$ cat config.mk
export PLATFORM = sky130hd
export DESIGN_NAME = rect_dma
export DESIGN_NICKNAME = d
export VERILOG_FILES = /design/src/rtl/rect_dma.sv
export SDC_FILE = /design/constraint.sdc
export NUM_CORES = 1
export LEC_CHECK = 0
export BUFFER_PORTS_ARGS = -buffer_cell sky130_fd_sc_hd__buf_2
export CORE_UTILIZATION = 50
export DETAILED_ROUTE_END_ITERATION = 10
export PLACE_DENSITY = 0.75
export SETUP_SLACK_MARGIN = 0.15
export SLEW_MARGIN = 40
export SYNTH_ARGS = -nofsm -noshare
export SYNTH_HDL_FRONTEND = slang
export SYNTH_SLANG_ARGS = --single-unit
$ cat constraint.sdc
create_clock -name clk -period 15.2 [get_ports clk]
set_input_delay 1.52 -clock clk [delete_from_list [all_inputs] [get_ports clk]]
set_output_delay 1.52 -clock clk [all_outputs]
set_load 0.05 [all_outputs]
$ cat src/rtl/rect_dma.sv
module rect_dma #(
  parameter int AW     = 32,
  parameter int PPL_W  = 14,
  parameter int NL_W   = 16,
  parameter int SKIP_W = 14
) (
  input  logic          clk,
  input  logic          rst_n,
  input  logic          reg_we,
  input  logic [3:0]    reg_addr,
  input  logic [31:0]   reg_wdata,
  output logic [31:0]   reg_rdata,
  output logic          mem_req,
  output logic          mem_we,
  output logic [AW-1:0] mem_addr,
  output logic [31:0]   mem_wdata,
  input  logic          mem_gnt,
  input  logic          mem_err,
  input  logic [31:0]   mem_rdata,
  output logic          irq
);
  localparam int BPP    = 4;
  localparam int BPP_SH = $clog2(BPP);
  localparam int NLAY   = 3;
  localparam int NCAUSE = 6;

  typedef enum logic [1:0] {S_IDLE, S_FG, S_BG, S_WR} st_t;

  st_t               state;
  logic [1:0]        mode_r;
  logic [NCAUSE-1:0] en_r, flags;
  logic [PPL_W-1:0]  ppl_r, x;
  logic [NL_W-1:0]   nl_r, y;
  logic [AW-1:0]     base_r [NLAY];
  logic [SKIP_W-1:0] skip_r [NLAY];
  logic [AW-1:0]     cur    [NLAY];
  logic [31:0]       color_r, fg_data;

  logic busy, ctrl_wr, go_wr, abort_wr, clr_wr, zero_sz, eol, eoy;

  assign busy     = state != S_IDLE;
  assign ctrl_wr  = reg_we && reg_addr == 4'd0;
  assign go_wr    = ctrl_wr && reg_wdata[0] && !busy;
  assign abort_wr = ctrl_wr && reg_wdata[1] && busy;
  assign clr_wr   = reg_we && reg_addr == 4'd2;
  assign zero_sz  = ppl_r == '0 || nl_r == '0;
  assign eol      = x == ppl_r - 1'b1;
  assign eoy      = y == nl_r - 1'b1;

  assign mem_req   = busy;
  assign mem_we    = state == S_WR;
  assign mem_addr  = state == S_FG ? cur[0] : (state == S_BG ? cur[1] : cur[2]);
  assign mem_wdata = mode_r == 2'd3 ? color_r : fg_data;
  assign irq       = |(flags & en_r);

  always_comb begin
    case (reg_addr)
      4'd0:    reg_rdata = {18'b0, en_r, 4'b0, mode_r, 1'b0, busy};
      4'd1:    reg_rdata = {26'b0, flags};
      4'd3:    reg_rdata = (32'(ppl_r) << 16) | 32'(nl_r);
      4'd4:    reg_rdata = 32'(base_r[0]);
      4'd5:    reg_rdata = 32'(skip_r[0]);
      4'd6:    reg_rdata = 32'(base_r[1]);
      4'd7:    reg_rdata = 32'(skip_r[1]);
      4'd8:    reg_rdata = 32'(base_r[2]);
      4'd9:    reg_rdata = 32'(skip_r[2]);
      4'd10:   reg_rdata = color_r;
      default: reg_rdata = '0;
    endcase
  end

  always_ff @(posedge clk or negedge rst_n) begin
    if (!rst_n) begin
      state   <= S_IDLE;
      mode_r  <= '0;
      en_r    <= '0;
      flags   <= '0;
      ppl_r   <= '0;
      nl_r    <= '0;
      x       <= '0;
      y       <= '0;
      color_r <= '0;
      fg_data <= '0;
      for (int l = 0; l < NLAY; l++) begin
        base_r[l] <= '0;
        skip_r[l] <= '0;
        cur[l]    <= '0;
      end
    end else begin
      if (clr_wr) flags <= flags & ~reg_wdata[NCAUSE-1:0];
      if (reg_we) begin
        if (reg_addr == 4'd3) begin
          ppl_r <= reg_wdata[16 +: PPL_W];
          nl_r  <= reg_wdata[NL_W-1:0];
        end
        if (reg_addr == 4'd10) color_r <= reg_wdata;
        for (int l = 0; l < NLAY; l++) begin
          if (reg_addr == 4'(4 + 2*l)) base_r[l] <= AW'(reg_wdata);
          if (reg_addr == 4'(5 + 2*l)) skip_r[l] <= reg_wdata[SKIP_W-1:0];
        end
      end
      if (ctrl_wr && !busy) begin
        mode_r <= reg_wdata[3:2];
        en_r   <= reg_wdata[13:8];
      end
      if (go_wr) begin
        if (zero_sz) flags[5] <= 1'b1;
        else begin
          x <= '0;
          y <= '0;
          for (int l = 0; l < NLAY; l++) cur[l] <= base_r[l];
          state <= reg_wdata[3:2] == 2'd3 ? S_WR : S_FG;
        end
      end

      if (busy && mem_gnt) begin
        if (mem_err) begin
          flags[3] <= 1'b1;
          state    <= S_IDLE;
        end else begin
          case (state)
            S_FG: begin
              fg_data <= mem_rdata;
              state   <= mode_r == 2'd2 ? S_BG : S_WR;
            end
            S_BG: state <= S_WR;
            default: begin
              for (int l = 0; l < NLAY; l++)
                cur[l] <= cur[l] + AW'(BPP) + (eol ? (AW'(skip_r[l]) << BPP_SH) : '0);
              if (eol) begin
                x <= '0;
                y <= y + 1'b1;
              end else x <= x + 1'b1;
              if (eol && eoy) begin
                flags[0] <= 1'b1;
                state    <= S_IDLE;
              end else state <= mode_r == 2'd3 ? S_WR : S_FG;
            end
          endcase
        end
      end

      if (abort_wr) state <= S_IDLE;
    end
  end


  req_hold_chk: assert property (@(posedge clk) disable iff (!rst_n)
    (mem_req && !mem_gnt && !abort_wr) |=> (mem_req && $stable(mem_addr) && $stable(mem_we)));


  zero_cfg_chk: assert property (@(posedge clk) disable iff (!rst_n)
    (go_wr && zero_sz) |=> (!mem_req && flags[5]));


  fill_no_read_chk: assert property (@(posedge clk) disable iff (!rst_n)
    (mem_req && mode_r == 2'd3) |-> mem_we);


  done_end_chk: assert property (@(posedge clk) disable iff (!rst_n)
    $rose(flags[0]) |-> ($fell(busy) && $past(mem_we && mem_gnt)));


  abort_stop_chk: assert property (@(posedge clk) disable iff (!rst_n)
    abort_wr |=> (!mem_req && !$rose(flags[0])));


  blend_bg_chk: assert property (@(posedge clk) disable iff (!rst_n)
    (state == S_BG) |-> (mode_r == 2'd2));
endmodule

Word-level counts from Yosys, hierarchy flattened
Index checks and enable logic that the tools add are counted.

word-level totals
  flip-flop bits (word level) = 374
  output and inout port bits = 99

operators by class
  add/subtract/negate cells = 10
  reductions and logical operators = 28
  equality and inequality tests = 19
  bitwise gates (word level) = 5
  muxes and demuxes = 43

operators by type and width
  operator                                                              number
  96-bit 2-to-1 mux                                                     5
  32-bit case mux with 10 select lines                                  1
  16-bit 2-to-1 mux                                                     9
  32-bit by 16-bit adder with 32-bit output                             3
  32-bit by 3-bit adder with 32-bit output, second input constant       3
  32-bit 2-to-1 mux                                                     3
  14-bit 2-to-1 mux                                                     6
  30-bit by 16-bit OR with 30-bit output                                1
  2-bit AND reduction                                                   9
  16-bit by 1-bit adder with 16-bit output, second input constant       1
  16-bit == test                                                        1
  4-bit by 3-bit == test with 1-bit output, second input constant       4
  16-bit logical NOT                                                    1
  2-bit 2-to-1 mux                                                      8
  16-bit by 1-bit subtractor with 16-bit output, second input constant  1
  14-bit by 1-bit adder with 14-bit output, second input constant       1
  14-bit == test                                                        1
  14-bit logical NOT                                                    1
  14-bit by 1-bit subtractor with 14-bit output, second input constant  1
  6-bit bitwise AND                                                     2
  4-bit == test, second input constant                                  3
  2-bit == test, second input constant                                  5
  1-bit logical AND                                                     9
  1-bit 2-to-1 mux                                                      9
  other kinds (16)                                                      17

Depth between registers and ports, before layout
Gate-level depths: netlist of run 1.

  depth in word-level cells = 9
  gate-level depth with buffers = 21

Worst setup path after synthesis of run 1
OpenSTA, ideal clock, no wires.

  path type = register to register
  start point = register ppl_r[0]
  end point = register cur[21] (netlist bit)
  stages on the path, launching flop included = 21
  data required time = 15.106 ns
  clock period less this slack = 5.156 ns
  data arrival time = 5.062 ns
  path slack = 10.044 ns
  cells stage by stage = dfrtp_1 inv_1 ha_1 nor4b_1 nand2_1 o311ai_0 nor2_1 nor4_1 buf_2 clkbuf_1 and2_1 ha_1 ha_1 fa_1 a21oi_1 o21ba_2 a31oi_1 a311oi_1 o21ai_1 and2_1 a211oi_1

on the way
  cells in the longest elaborated chain, start to end = 7

RTL lines
  item                                                                                 RTL line  text
  start: declaration                                                                   32        logic [PPL_W-1:0] ppl_r, x;
  start signal: assignment                                                             93        ppl_r <= reg_wdata[16 +: PPL_W];
  14-bit by 1-bit subtractor with 14-bit output or 14-bit logical NOT (tied branches)  47, 46
  14-bit == test or 1-bit logical OR (tied branches)                                   47, 46
  16-bit 2-to-1 mux or 96-bit 2-to-1 mux (tied branches)                               129, 107
  32-bit by 16-bit adder with 32-bit output or 96-bit 2-to-1 mux (tied branches)       129, 106
  96-bit 2-to-1 mux                                                                    121       case (state)
  96-bit 2-to-1 mux                                                                    117       if (mem_err) begin
  96-bit 2-to-1 mux (*)                                                                116       if (busy && mem_gnt) begin
  end signal: indexed assignment                                                       129       cur[l] <= cur[l] + AW'(BPP) + (eol ? (AW'(skip_r[l]) << BPP_SH) : '0);
  end: declaration                                                                     36        logic [AW-1:0] cur [NLAY];

Mark *: on every way between the ends. The rest lies on a longest branch, timed or not.
A chain may end at the register's enable or synchronous reset.

Worst setup path in the final report of run 1
  start point = register ppl_r[0]
  end point = register cur[25] (netlist bit)

The elaborated chain is that of the path after synthesis.

==> results of run 1 <==
## worst min-delay path: cells and delay by family (launching register included)
family / cells / cell delay [ns]
simple gates: 2 / 0.11
flops: 1 / 0.34
## sequential cells by signal (all words and copies together), names as in the netlist
register	cells
base_r	96
cur	96
skip_r	42
color_r	32
fg_data	32
nl_r	16
y	16
ppl_r	14
x	14
en_r	6
flags	6
mode_r	2
state	2
## power breakdown
| group | internal, mW | switching (mW) | leakage, nW | total [mW] |
|---|---|---|---|---|
| clock network | 0.669 | 0.435 | 0.741 | 1.10 |
| registers | 1.30 | 0.339 | 4.56 | 1.64 |
| logic | 0.619 | 1.14 | 5.56 | 1.76 |
## cell usage after synthesis (29+ instances only)
cell type	n
a311oi_1	34
mux2i_1	38
nand3_1	54
dfrtp_1	374
buf_1	29
ha_1	93
a21oi_1	63
nor2_1	129
nor3_1	50
clkbuf_1	86
o22ai_1	48
xor2_1	41
a211oi_1	32
nand2_1	146
xnor2_1	30
and2_1	50
mux2_2	269
a22oi_1	62
o21ai_0	68
## layer usage
layer  up-vias  global-route usage (%)  wire length, µm
met3       255                    6.15             5780
met4         6                    19.5             4480
li1       7931                       -                -
met1      9074                    39.6            26900
met2       976                    49.7            32000
met5         -                       0               40
## placed cells by master (no fill, tap or decap), types with 41 or more instances in the layout
cell	n
a21oi_1	62
dfrtp_1	374
nand3_1	54
o21ai_0	68
xor2_1	41
o22ai_1	48
a22oi_1	62
nor3_1	44
and2_1	49
mux2_2	269
nand2_1	141
clkbuf_16	45
nor2_1	124
buf_2	170
ha_1	91
## cell type report
class | count | area share (%)
Antenna cell | 6 | 0.0614
Timing Repair Buffer | 200 | 4.84
Sequential cell | 374 | 38.2
Clock buffer | 59 | 5.18
Multi-Input combinational cell | 1513 | 47.6
Tap cell | 539 | 2.76
Clock inverter | 19 | 0.961
Inverter | 24 | 0.368
## through the flow
stage	setup WS (ns)	total power [mW]
floorplan	10.04	2.85
global placement	8.92	3.31
detailed placement	8.72	3.38
CTS	8.66	4.49
global route	8.43	4.71
finish	8.86	4.51
## worst paths after layout
| path | startpoint | cells after the start | slack, ns | endpoint |
|---|---|---|---|---|
| worst min-delay path | cur[1]$_DFFE_PN0P_ | 2 | 0.48 | cur[1]$_DFFE_PN0P_ |
| worst max register to register | ppl_r[0]$_DFFE_PN0P_ | 19 | 8.86 | cur[25]$_DFF_PN0_ |
| worst min register to register | cur[1]$_DFFE_PN0P_ | 2 | 0.48 | cur[1]$_DFFE_PN0P_ |
| max in group asynchronous | rst_n | 4 | 12.84 | color_r[5]$_DFFE_PN0P_ |
| worst max-delay path | ppl_r[0]$_DFFE_PN0P_ | 19 | 8.86 | cur[25]$_DFF_PN0_ |
| min in group asynchronous | rst_n | 1 | 0.75 | cur[63]$_DFF_PN0_ |
## logic make-up (layout without fill, tap and decap cells)
| family | count (synthesis) | count (layout) |
|---|---|---|
| AOI/OAI and AO/OA | 474 | 474 |
| xor gates and xnor gates | 71 | 71 |
| adders and majority gates | 96 | 96 |
| buffers and inverters | 149 | 302 |
| DFF | 374 | 374 |
| muxes | 307 | 307 |
| other | 0 | 6 |
| and+or+nand+nor | 565 | 565 |
==> run_results.csv, run 1 <==
group,metric,value,unit
run_status,status,"finished clean",
setup_path,path_max_fanout,65,
drt,wl,69100,µm
cells_and_area,regArea,9360,µm²
sta,setup_violations,0,
power,power.leakage,10.9,nW
die,placeableCoreArea,42100,µm²
die,start_util,50.8,%
drt,vias,18200,
placement,placed_cell_area,22900,µm²
logic_synthesis,synth-seq-cells,374,
cells_and_area,final_cells,2734,
cells_and_area,fill_cells,3513,
logic_synthesis,yosysTopAreaCellShare,43.7,%
logic_synthesis,ys_types,70,
global_routing,grt_pass1_vias,18100,
placement,dpl.hpwl,47800,µm
sta,worst_pin_slew,0.846,ns
cells_and_area,synthToLayoutAreaGrowth,14.2,%
logic_synthesis,synth-compound-area-share,15.8,%
sta,whs,0.482,ns
sta,fin_crit_sh,41.7,%
cells_and_area,layout-drive-gt1-share,27.1,%
setup_path,endpoint_kind,"flip-flop",
clocking,postCtsSetupRepairBufs,0,
setup_path,path_class,"reg2reg",
logic_synthesis,synth-edff-count,0,
clocking,clk_pin_slew,0.06,ns
die,num_rows,75,
setup_path,cp_cell_sequence,"inv_1, ha_1, nor4b_1, nand2_1, o311ai_0, nor2_1, nor4_2, buf_4, and2_1, ha_1, ha_1, fa_1, a21oi_1, o21ba_2, a31oi_1, a311oi_2, o21ai_1, and2_1, a211oi_1",
setup_path,cpPeakStageDelay,0.63,ns
setup_path,crit_family,"compound AO/OA/AOI/OAI gates",
global_routing,overflow,0,
drt,wl_per_cell,25.3,µm
placement,numPortBuffers,171,
setup_path,crit_required,15.67,ns
logic_synthesis,synthCells,2036,
setup_path,crit_slowest_cell,"a311oi_2",
logic_synthesis,synth.area.mux_share,15.9,%
power,p_per_area,184,nW/µm²
clocking,cts-htree-levels,2,
setup_path,startpoint_type,"flip-flop",
die,die-width,209,µm
sta,final.min_clock_period,6.34,ns
sta,rsz0062_at_grt,"no",
logic_synthesis,yosys_warnings,0,
global_routing,grt.total_usage,31.4,%
sta,final_hold_viol_count,0,
die,io_pins,172,
clocking,hold_buffers,0,
clocking,clock_path_buffers,3,
sta,finClkSkew,0.0180,ns
die,dieArea,43700,µm²
clocking,cts_buffers,42,
logic_synthesis,async_flop_share,100,%
logic_synthesis,synth_top_area_cell,"dfrtp_1",
logic_synthesis,ys.flop_type,"dfrtp_1",
setup_path,crit_arrival,6.81,ns
drt,drtIter0Drc,1923,
cells_and_area,final_area,24500,µm²
clocking,ctsRootBufferMaster,"clkbuf_16",
clocking,worstSkewPairLatency,0.58,ns
logic_synthesis,synth_area_leaders,"dfrtp_1 44%, mux2_2 14%, ha_1 5.4%",
drt,drc,0,
global_routing,antenna_found_initial,5,
logic_synthesis,syn_avg_cell_area,10.5,µm²
clocking,cts_tree,"yes",
placement,dp_cells,2650,
logic_synthesis,syn_area,21400,µm²
drt,detail-route-antenna-nets,0,
cells_and_area,multi_input_area,11600,µm²
global_routing,grt_pass1_wl,105000,µm
sta,fmax,158,MHz
power,ir_worst_vdd,0.000130,V
clocking,cts_sinks,374,
sta,fin_tns_setup,0,ns
logic_synthesis,synth-simple-area-share,13.3,%
drt,viasPerCell,6.67,
setup_path,crit_top_cell,"ha_1",
cells_and_area,final_nets,2324,
logic_synthesis,syn_nets,2205,
drt,drt_first_pass_iters,7,
cells_and_area,finish.utilization,58.1,%
clocking,ctsResizeCount,0,
logic_synthesis,synth-xor-area-share,2.90,%
sta,slew_headroom,43.5,%
logic_synthesis,yosysSeqAreaShare,43.7,%
min_path,hold_path_class,"reg2reg",
global_routing,grt_max_degree,82,
die,die_y,209,µm
placement,gp_congestion,0.953,
run,maxCapViolations,0,
logic_synthesis,synth_top_family_by_area,"multiplexers",
sta,slew_viol_final,0,
logic_synthesis,synth_fa_ha_area_share,5.71,%
setup_path,cp_num_buf_inv,2,
No activity file was read; power rests on OpenSTA's default activity.
==> inputs of run 2 (changes only) <==
Settings changed: PLACE_DENSITY 0.75 to 0.78.
Clock period 15.2 ns to 5.3 ns, I/O delays scaled along.
==> run 2 against run 1 <==
Die area did not move. Clock-buffer cell count is 1 higher. Register-to-register slack got worse by 8.6 ns. Sequential power grew to 2.9 times the previous value. Critical path type unchanged. Critical endpoint is now cur[23]$_DFF_PN0_.
==> run_results.csv, run 2 (synthesized netlist as in run 1, its figures left out) <==
group,metric,value,unit
global_routing,grt.total_usage,31.5,%
cells_and_area,final_nets,2381,
run,maxCapViolations,0,
setup_path,r2r_slack,0.27,ns
sta,whs,0.166,ns
sta,final.min_clock_period,5.03,ns
drt,drt_first_pass_iters,7,
placement,gp_congestion,0.967,
drt,detail-route-antenna-nets,0,
power,power_switching,5.56,mW
global_routing,grt_pass1_wl,106000,µm
placement,numPortBuffers,171,
die,dieArea,43700,µm²
setup_path,crit_required,5.78,ns
setup_path,startpoint_type,"flip-flop",
die,num_rows,75,
clocking,cts_buffers,42,
setup_path,path_class,"reg2reg",
sta,worst_pin_slew,0.929,ns
clocking,worstSkewPairLatency,0.60,ns
die,die-width,209,µm
drt,drc,0,
clocking,cts_sinks,374,
global_routing,grt_max_degree,134,
min_path,hold_path_depth,2,
drt,wl,69200,µm
min_path,hold_start,"mem_rdata[9]",
sta,finClkSkew,0.0333,ns
die,start_util,50.8,%
power,cell_internal_pwr,7.42,mW
setup_path,timing.rr.start,"ppl_r[10]$_DFFE_PN0P_",
cells_and_area,finish.utilization,59.1,%
clocking,clock_path_buffers,3,
drt,viasPerCell,6.62,
global_routing,grt_pass1_vias,18300,
sta,fmax,199,MHz
clocking,clk_pin_slew,0.06,ns
cells_and_area,final_cell_mix,"373 x dfrtp_1, 269 x mux2_2, 170 x buf_2",
sta,final_hold_viol_count,0,
setup_path,crit_arrival,5.51,ns
drt,wl_per_cell,24.9,µm
cells_and_area,reg_top3,"base_r: 96 flops, cur: 96 flops, skip_r: 42 flops",
global_routing,overflow,0,
clocking,cts_tree,"yes",
run_status,status,"finished clean",
drt,drtIter0Drc,1877,
setup_path,r2r-end,"cur[23]$_DFF_PN0_",
power,power.leakage,11.1,nW
clocking,cts-htree-levels,2,
sta,fin_crit_sh,94.8,%
min_path,hold_path_class,"in2reg",
setup_path,r2r_cells,17,
setup_path,path_max_fanout,7,
sta,slew_headroom,37.7,%
power,netSwitchingFraction,42.9,%
power,ir_worst_vdd,0.000586,V
power,power_frac_seq,36.4,%
sta,slew_viol_final,0,
placement,dpl.hpwl,48600,µm
clocking,ctsRootBufferMaster,"clkbuf_16",
power,power_frac_comb,40.5,%
cells_and_area,layout-drive-gt1-share,29.4,%
sta,setup_violations,0,
drt,vias,18400,
min_path,holdPathEnd,"fg_data[9]$_DFFE_PN0P_",
cells_and_area,fill_cells,3540,
power,p_clk_share,23.1,%
setup_path,endpoint_kind,"flip-flop",
power,p_per_area,521,nW/µm²
cells_and_area,layout_commonest_cell,"dfrtp_1",
die,placeableCoreArea,42100,µm²
global_routing,antenna_found_initial,4,
die,io_pins,172,
die,die_y,209,µm
cells_and_area,synthToLayoutAreaGrowth,16.3,%
sta,rsz0062_at_grt,"yes",
## run 2: changes by cell type in the layout (fill, tap and decap cells not counted), moves of 4 or more
cell / delta
buf_4: +54
clkinv_2: -4
a21oi_2: +4
a21oi_1: -5
buf_12: +5
## run 2: power groups by stage
stage               Combinational, mW  Clock [mW]  Sequential, mW
global route                     5.63        3.13            4.80
global placement                 4.99           0            4.68
CTS                              5.19        3.04            4.68
floorplan                        3.88           0            4.30
detailed placement               5.13           0            4.73
finish                           5.26        3.00            4.72
## run 2: stage by stage
step                      worst slack [ns]  power (mW)  cell area [µm²]  std cells  TNS [ns]
after detailed placement           -0.0113        9.86            23300       2703   -0.0113
final                                0.275        13.0            24900       2786         0
after global placement             0.00555        9.67            23200       2700         0
after global routing                 0.141        13.6            24900       2783         0
after floorplan                      0.300        8.18            21400       2036         0
after CTS                            0.151        12.9            24800       2781         0
## run 2: metal layers
layer,part of all wire (%),GRT usage (%),routed length (µm),vias to the layer above
met5,0.046,0,32,-
met4,6.0,18.0,4130,4
met3,8.2,5.28,5700,246
met2,46,50.6,32100,931
met1,39,40.3,27300,9216
li1,-,-,-,8046
## run 2: final cells by class
cell class	instances	area, µm²	area share, %
flip-flops and latches	374	9360	37.6
multi-input cells	1513	11700	47.0
clock inverters	15	181	0.728
diodes	4	10.0	0.0402
well taps	539	674	2.71
clock buffers	60	1230	4.93
repair buffers	257	1650	6.61
inverters	24	90.1	0.362
## run 2: timing repair
item	in CTS	in global routing
hold endpoints to repair	53	0
endpoints found under the setup margin	39	51
gates cloned	0	0
resized for setup	18	21
pin swaps	9	9
setup buffers	2	1
hold buffers	1	0
## run 2: how the worst max path moves through the flow
stage                                startpoint           endpoint  slack (ns)  cells past startpoint
final                     ppl_r[10]$_DFFE_PN0P_  cur[23]$_DFF_PN0_        0.27                     17
after global routing      ppl_r[10]$_DFFE_PN0P_  cur[95]$_DFF_PN0_        0.14                     19
after CTS                 ppl_r[10]$_DFFE_PN0P_  cur[54]$_DFF_PN0_        0.15                     19
after detailed placement   ppl_r[0]$_DFFE_PN0P_  cur[81]$_DFF_PN0_       -0.01                     21
after global placement     ppl_r[0]$_DFFE_PN0P_  cur[58]$_DFF_PN0_       0.006                     22
after floorplan            ppl_r[0]$_DFFE_PN0P_  cur[21]$_DFF_PN0_        0.30                     20
## run 2: worst max-delay path, stage by stage (launching register included)
cell and delay, ns:
dfrtp_1 0.38, or4_4 0.55, or4_1 0.51, a21oi_2 0.17
o2111ai_2 0.16, nor4_4 0.30, buf_6 0.19, and2_1 0.14
ha_1 0.24, ha_1 0.25, fa_1 0.40, a21oi_1 0.19
o21ba_2 0.18, a31oi_1 0.12, a311oi_2 0.44, o21ai_2 0.23
and2_1 0.25, a211oi_1 0.24
